### src/rtl/gpio_port_pkg.sv
package gpio_port_pkg;
    localparam int OFF_W = 8;

    localparam logic [OFF_W-1:0] OFF_PIN_LVL = 8'h00;
    localparam logic [OFF_W-1:0] OFF_MODE    = 8'h02;
    localparam logic [OFF_W-1:0] OFF_OVAL    = 8'h04;
    localparam logic [OFF_W-1:0] OFF_DIR     = 8'h06;
    localparam logic [OFF_W-1:0] OFF_DRIVE   = 8'h08;
endpackage

### src/rtl/gpio_port_regs.sv
module gpio_port_regs
    import gpio_port_pkg::*;
#(
    parameter int W = 8
) (
    input  logic             clk,
    input  logic             rst_n,
    input  logic             win_sel,
    input  logic             bus_wr,
    input  logic [OFF_W-1:0] bus_off,
    input  logic [W-1:0]     bus_wdata,
    output logic [W-1:0]     mode_q,
    output logic [W-1:0]     oval_q,
    output logic [W-1:0]     dir_q,
    output logic [W-1:0]     drive_q
);
    typedef struct packed {
        logic [W-1:0] mode;
        logic [W-1:0] oval;
        logic [W-1:0] dir;
        logic [W-1:0] drive;
    } cfg_t;

    cfg_t cfg_d, cfg_q;
    logic wr_en;

    always_comb begin
        cfg_d = cfg_q;
        wr_en = win_sel && bus_wr;
        if (wr_en) begin
            case (bus_off)
                OFF_MODE:  cfg_d.mode  = bus_wdata;
                OFF_OVAL:  cfg_d.oval  = bus_wdata;
                OFF_DIR:   cfg_d.dir   = bus_wdata;
                OFF_DRIVE: cfg_d.drive = bus_wdata;
                default:   cfg_d = cfg_q;
            endcase
        end
    end

    always_ff @(posedge clk or negedge rst_n) begin
        if (!rst_n) cfg_q <= '0;
        else        cfg_q <= cfg_d;
    end

    assign mode_q  = cfg_q.mode;
    assign oval_q  = cfg_q.oval;
    assign dir_q   = cfg_q.dir;
    assign drive_q = cfg_q.drive;
endmodule

### src/rtl/gpio_addr_latch.sv
module gpio_addr_latch #(
    parameter int W = 8
) (
    input  logic         clk,
    input  logic         rst_n,
    input  logic         ale,
    input  logic [W-1:0] mux_ad,
    output logic [W-1:0] addr_q
);
    logic [W-1:0] addr_d;
    logic [W-1:0] addr_r;

    always_comb begin
        addr_d = addr_r;
        if (ale) addr_d = mux_ad;
    end

    always_ff @(posedge clk or negedge rst_n) begin
        if (!rst_n) addr_r <= '0;
        else        addr_r <= addr_d;
    end

    assign addr_q = addr_r;
endmodule

### src/rtl/gpio_pin_cell.sv
module gpio_pin_cell (
    input  logic mode,
    input  logic oval,
    input  logic dir,
    input  logic drive,
    input  logic addr_bit,
    output logic pad_out,
    output logic pad_oe
);
    logic want_val;
    logic want_en;

    always_comb begin
        want_val = mode ? addr_bit : oval;
        want_en  = mode | dir;
        if (drive) begin
            pad_out = 1'b0;
            pad_oe  = want_en & ~want_val;
        end else begin
            pad_out = want_val;
            pad_oe  = want_en;
        end
    end
endmodule

### src/rtl/gpio_port_bank.sv
module gpio_port_bank
    import gpio_port_pkg::*;
#(
    parameter int W = 8
) (
    input  logic             clk,
    input  logic             rst_n,
    input  logic             win_sel,
    input  logic             bus_wr,
    input  logic [OFF_W-1:0] bus_off,
    input  logic [W-1:0]     bus_wdata,
    output logic [W-1:0]     bus_rdata,
    input  logic [W-1:0]     mux_ad,
    input  logic             ale,
    input  logic [W-1:0]     pin_in,
    output logic [W-1:0]     pin_out,
    output logic [W-1:0]     pin_oe
);
    logic [W-1:0] mode_q;
    logic [W-1:0] oval_q;
    logic [W-1:0] dir_q;
    logic [W-1:0] drive_q;
    logic [W-1:0] addr_q;

    gpio_port_regs #(.W(W)) u_regs (
        .clk       (clk),
        .rst_n     (rst_n),
        .win_sel   (win_sel),
        .bus_wr    (bus_wr),
        .bus_off   (bus_off),
        .bus_wdata (bus_wdata),
        .mode_q    (mode_q),
        .oval_q    (oval_q),
        .dir_q     (dir_q),
        .drive_q   (drive_q)
    );

    gpio_addr_latch #(.W(W)) u_alat (
        .clk    (clk),
        .rst_n  (rst_n),
        .ale    (ale),
        .mux_ad (mux_ad),
        .addr_q (addr_q)
    );

    for (genvar i = 0; i < W; i++) begin : g_pin
        gpio_pin_cell u_cell (
            .mode     (mode_q[i]),
            .oval     (oval_q[i]),
            .dir      (dir_q[i]),
            .drive    (drive_q[i]),
            .addr_bit (addr_q[i]),
            .pad_out  (pin_out[i]),
            .pad_oe   (pin_oe[i])
        );
    end

    always_comb begin
        bus_rdata = '0;
        if (win_sel) begin
            case (bus_off)
                OFF_PIN_LVL: bus_rdata = pin_in;
                OFF_MODE:    bus_rdata = mode_q;
                OFF_OVAL:    bus_rdata = oval_q;
                OFF_DIR:     bus_rdata = dir_q;
                OFF_DRIVE:   bus_rdata = drive_q;
                default:     bus_rdata = '0;
            endcase
        end
    end
endmodule

### config.mk
export PLATFORM = sky130hd
export DESIGN_NAME = gpio_port_bank
export DESIGN_NICKNAME = d
export VERILOG_FILES = /design/src/rtl/gpio_port_pkg.sv /design/src/rtl/gpio_port_regs.sv /design/src/rtl/gpio_addr_latch.sv /design/src/rtl/gpio_pin_cell.sv /design/src/rtl/gpio_port_bank.sv
export SDC_FILE = /design/constraint.sdc
export NUM_CORES = 1
export LEC_CHECK = 0
export BUFFER_PORTS_ARGS = -buffer_cell sky130_fd_sc_hd__buf_4
export CAP_MARGIN = 10
export CORE_MARGIN = 2
export CORE_UTILIZATION = 48
export CTS_CLUSTER_SIZE = 14
export DETAILED_ROUTE_END_ITERATION = 8
export PLACE_DENSITY = 0.76
export SLEW_MARGIN = 30
export SYNTH_ARGS = -nofsm -noshare
export SYNTH_HDL_FRONTEND = slang
export SYNTH_SLANG_ARGS = --single-unit
### constraint.sdc
create_clock -name clk -period 1.7 [get_ports clk]
set_input_delay 0.255 -clock clk [delete_from_list [all_inputs] [get_ports clk]]
set_output_delay 0.255 -clock clk [all_outputs]
set_load 0.005 [all_outputs]
==> summary.md <==
| Metric | Value |
|---|---|
| Final clock skew | `0 ps` |
| Clock tree from TritonCTS | `done` |
| Final Net Count | `290` |
| Endpoint, Worst Hold | `u_alat.addr_q[4]$_DFFE_PN0P_` |
| Pin count of the biggest net entering global routing | `41` |
| Total of flip-flops plus latches after synthesis | `40` |
| Total chip power | `2090 uW` |
| Minimum setup slack among reg-to-reg paths | `780 ps` |
| Leading post-synthesis cells by cell area | `sky130_fd_sc_hd__dfrtp_1, sky130_fd_sc_hd__mux2_2, sky130_fd_sc_hd__buf_4` |
| Count of antenna diodes in the layout | `0` |
| Slowest cell delay on critical path | `530 ps` |
| Later-pin clock latency in the skew report | `290 ps` |
| Maximum Capacitance Violations | `0` |
| DRC violation total after the first TritonRoute iteration | `slightly below 90` |
| Core area | `4720 um2` |
| Worst slack after detailed placement | `-161 ps` |
| Post-route DRC | `0` |
| Hold Path Cell Cnt | `2` |
| LEAKAGE | `0.00152 uW` |
| Per-cell routed wire length | `16.4 um` |
| RSZ-0062 raised after global routing | `yes` |
| Clock-pin slew on the worst setup and hold paths | `80 ps` |
| Setup ws final | `-24.3 ps` |
| Syn avg cell area | `12.2 um2` |
| Area growth, synth to finish | `33.7%` |
| Pin slew with the least headroom to its limit | `500 ps` |
| Post-route setup TNS | `-64.0 ps` |
| Cell type with the highest aggregate area in the netlist | `sky130_fd_sc_hd__dfrtp_1` |
| Timing-limited maximum frequency | `580 MHz` |
| Hold path startpoint | `mux_ad[4]` |
| Root buffer cell | `sky130_fd_sc_hd__clkbuf_8` |
| CP Data Arrival Time | `~1500 ps` |
| Number of iterations in the first detailed-routing pass | `4` |
| Number of standard cells after synthesis | `193` |
| Power density over the cells | `666 nW/um2` |
| Leftover overflow at the end of global routing | `0` |
| Yosys synthesis warning count | `0` |
| Floorplan die area | `5470 um2` |
| Cell breakdown of the critical path | `buf_6, or4b_4, or2_4, a21oi_2, buf_4` |
| Number of port buffers | `60` |
| CP Launch Type | `input port` |
| Number of antenna-violating nets in the routed design | `0` |
| Synth cell types | `23` |
| Peak supply drop | `0.573 mV` |
| Slowest-stage cell, CP | `sky130_fd_sc_hd__or4b_4` |
| Initial core utilization | `49.7%` |
| IO Count | `between 60 and 70` |
| Area of the mapped netlist | `between 2000 and 2500 um2` |
| Highest fanout seen on the critical path | `8` |
| Final non-filler cell area | `between 3000 and 4000 um2` |
| Critical setup path kind | `in -> out` |
| Setup Viol. Count Final | `4` |
| Maximum buffer depth of the clock tree | `2` |
| Number of hold-slack violations in the final timing report | `0` |
| Reg-to-reg endpoint | `u_regs.mode_q[1]$_DFFE_PN0P_` |
| Endpoint type of the worst setup path | `output pin` |
| Aggregate global-route resource usage | `20.0%` |
| Die Wd | `73.9 um` |
| Launch instance of the worst register-to-register path | `u_regs.mode_q[1]$_DFFE_PN0P_` |
| Violations in the final reports | `negative setup slack` |
| Max Transition Viols Final | `0` |
| Count of standard-cell rows | `25` |
| Die height | `about 74 um` |
| Min Hold Slack | `182 ps` |
| Remaining max-slew budget at the tightest pin | `66.7%` |
| CTS sink count | `40` |
| Worst hold path type | `in -> reg` |
| Cell count of the worst reg-to-reg path | `2` |
| Detailed placer's ending HPWL | `3840 um` |
| Count of fill cells added during filler insertion | `375` |
| Area share of the largest cell type after synthesis | `about 43%` |
| CTS H-tree depth | `2` |
| Vias in the first global route | `1635` |
| Post-Place Cell Area | `2920 um2` |
| Number of buffers created by CTS | `5` |
| Number of antenna violations at the first check in global routing | `0` |
| Number of vias per cell | `5.24` |
| Required time reported for the critical path endpoint | `1440 ps` |
| Nets in the synthesized netlist | `230` |
| Final Routed Wirelength | `5250 um` |
| Global-route wire length before repair | `a little over 8000 um` |
| Share of cells above drive strength 1 | `67.3%` |
| Sequential fraction of the synthesis area | `approximately 43%` |
| Final GP Congestion | `0.810` |
| Final critical path time including I/O delays and setup | `1720 ps` |
| Portion of the clock cycle consumed by the worst path in the final layout | `101%` |
| Total via count after detailed routing | `1683` |
| Outcome | `finished, violations left` |
## metrics by stage
stage               utilization [%]  std cells
global route                   66.5        321
finish                         66.5        321
CTS                            65.0        320
detailed placement             61.9        309
floorplan                         -        193
global placement               61.9        309
## cell type report
class / instances / area [um2] / area share, %
Multi-Input combinational cell: 127 / 1310 / 41.8
Sequential cell: 40 / 1000 / 31.9
Timing Repair Buffer: 79 / 632 / 20.1
Tap cell: 67 / 83.8 / 2.67
Clock buffer: 5 / 68.8 / 2.19
Clock inverter: 3 / 42.5 / 1.35
## cell usage after synthesis, drive strengths merged
master  count
dfrtp      40
clkbuf      4
or4b        1
a31oi       1
nand2       1
mux2       63
nor2        9
nand4b      1
nor3        3
or4bb       3
nand3b      8
buf        22
a22oi       8
nor2b       9
a21oi      16
or2         2
or3         1
mux2i       1
## what timing repair did
action / in CTS / in global routing
gates resized for setup: 4 / 13
buffers inserted: 2 / 1
pin swaps: 2 / 4
hold buffers: 1 / 0
hold endpoints to repair: 40 / 0
setup endpoints to repair: 8 / 10
## worst max path at each step
stage | depth (start not counted) | startpoint | endpoint
2_1_floorplan | 4 | bus_off[2] | u_regs.mode_q[3]$_DFFE_PN0P_
3_3_place_gp | 5 | bus_off[0] | bus_rdata[3]
3_5_place_dp | 5 | bus_off[0] | bus_rdata[0]
4_1_cts | 5 | bus_off[4] | bus_rdata[6]
5_1_grt | 5 | bus_off[4] | bus_rdata[5]
6_report | 5 | bus_off[4] | bus_rdata[6]
## layout by cell type, fill, tap and decap left out, types with 2 or more instances in the layout
cell type                  netlist  layout
sky130_fd_sc_hd__clkbuf_8        0       5
sky130_fd_sc_hd__mux2_1          5       3
sky130_fd_sc_hd__a21oi_2         0       8
sky130_fd_sc_hd__or4bb_4         0       2
sky130_fd_sc_hd__dfrtp_1        40      40
sky130_fd_sc_hd__buf_6           2       3
sky130_fd_sc_hd__nor2_1          9       9
sky130_fd_sc_hd__nor2b_1         9       8
sky130_fd_sc_hd__buf_12          0       2
sky130_fd_sc_hd__mux2_4          8      20
sky130_fd_sc_hd__a22oi_2         0       7
sky130_fd_sc_hd__nor3_4          3       3
sky130_fd_sc_hd__buf_4          16      73
sky130_fd_sc_hd__a21oi_1        16       7
sky130_fd_sc_hd__mux2_2         50      40
sky130_fd_sc_hd__nand3b_1        8       8
## flip-flops by register name (all words and copies together) (netlist names)
register	count
u_regs.oval_q	8
u_regs.drive_q	8
u_alat.addr_q	8
u_regs.mode_q	8
u_regs.dir_q	8
## worst max-delay path: cells and delay by family
kind                   cells  cell delay (ps)
buffers and inverters      2              220
AOI/OAI and AO/OA          1              150
and+or+nand+nor            2              840
## layer usage
metal	share of wire [%]	track usage, %
met5	0	0
met2	48	33.0
met4	1.8	7.47
met1	45	25.8
met3	5.3	4.61
## cells by family after synthesis
kind of cell           after synthesis  share of synthesized area [%]
flip-flops                          40                           42.6
AND/OR/NAND/NOR                     38                           11.8
AO/OA/AOI/OAI                       25                           6.23
buffers and inverters               26                           7.41
multiplexers                        64                           31.9
## report_power, final
part	switching [uW]	internal, uW	total, uW
Clock	330	434	764
Sequential	29.9	990	1020
Combinational	123	184	308
Total	483	1610	2090
(Power assumes the default switching activity.)
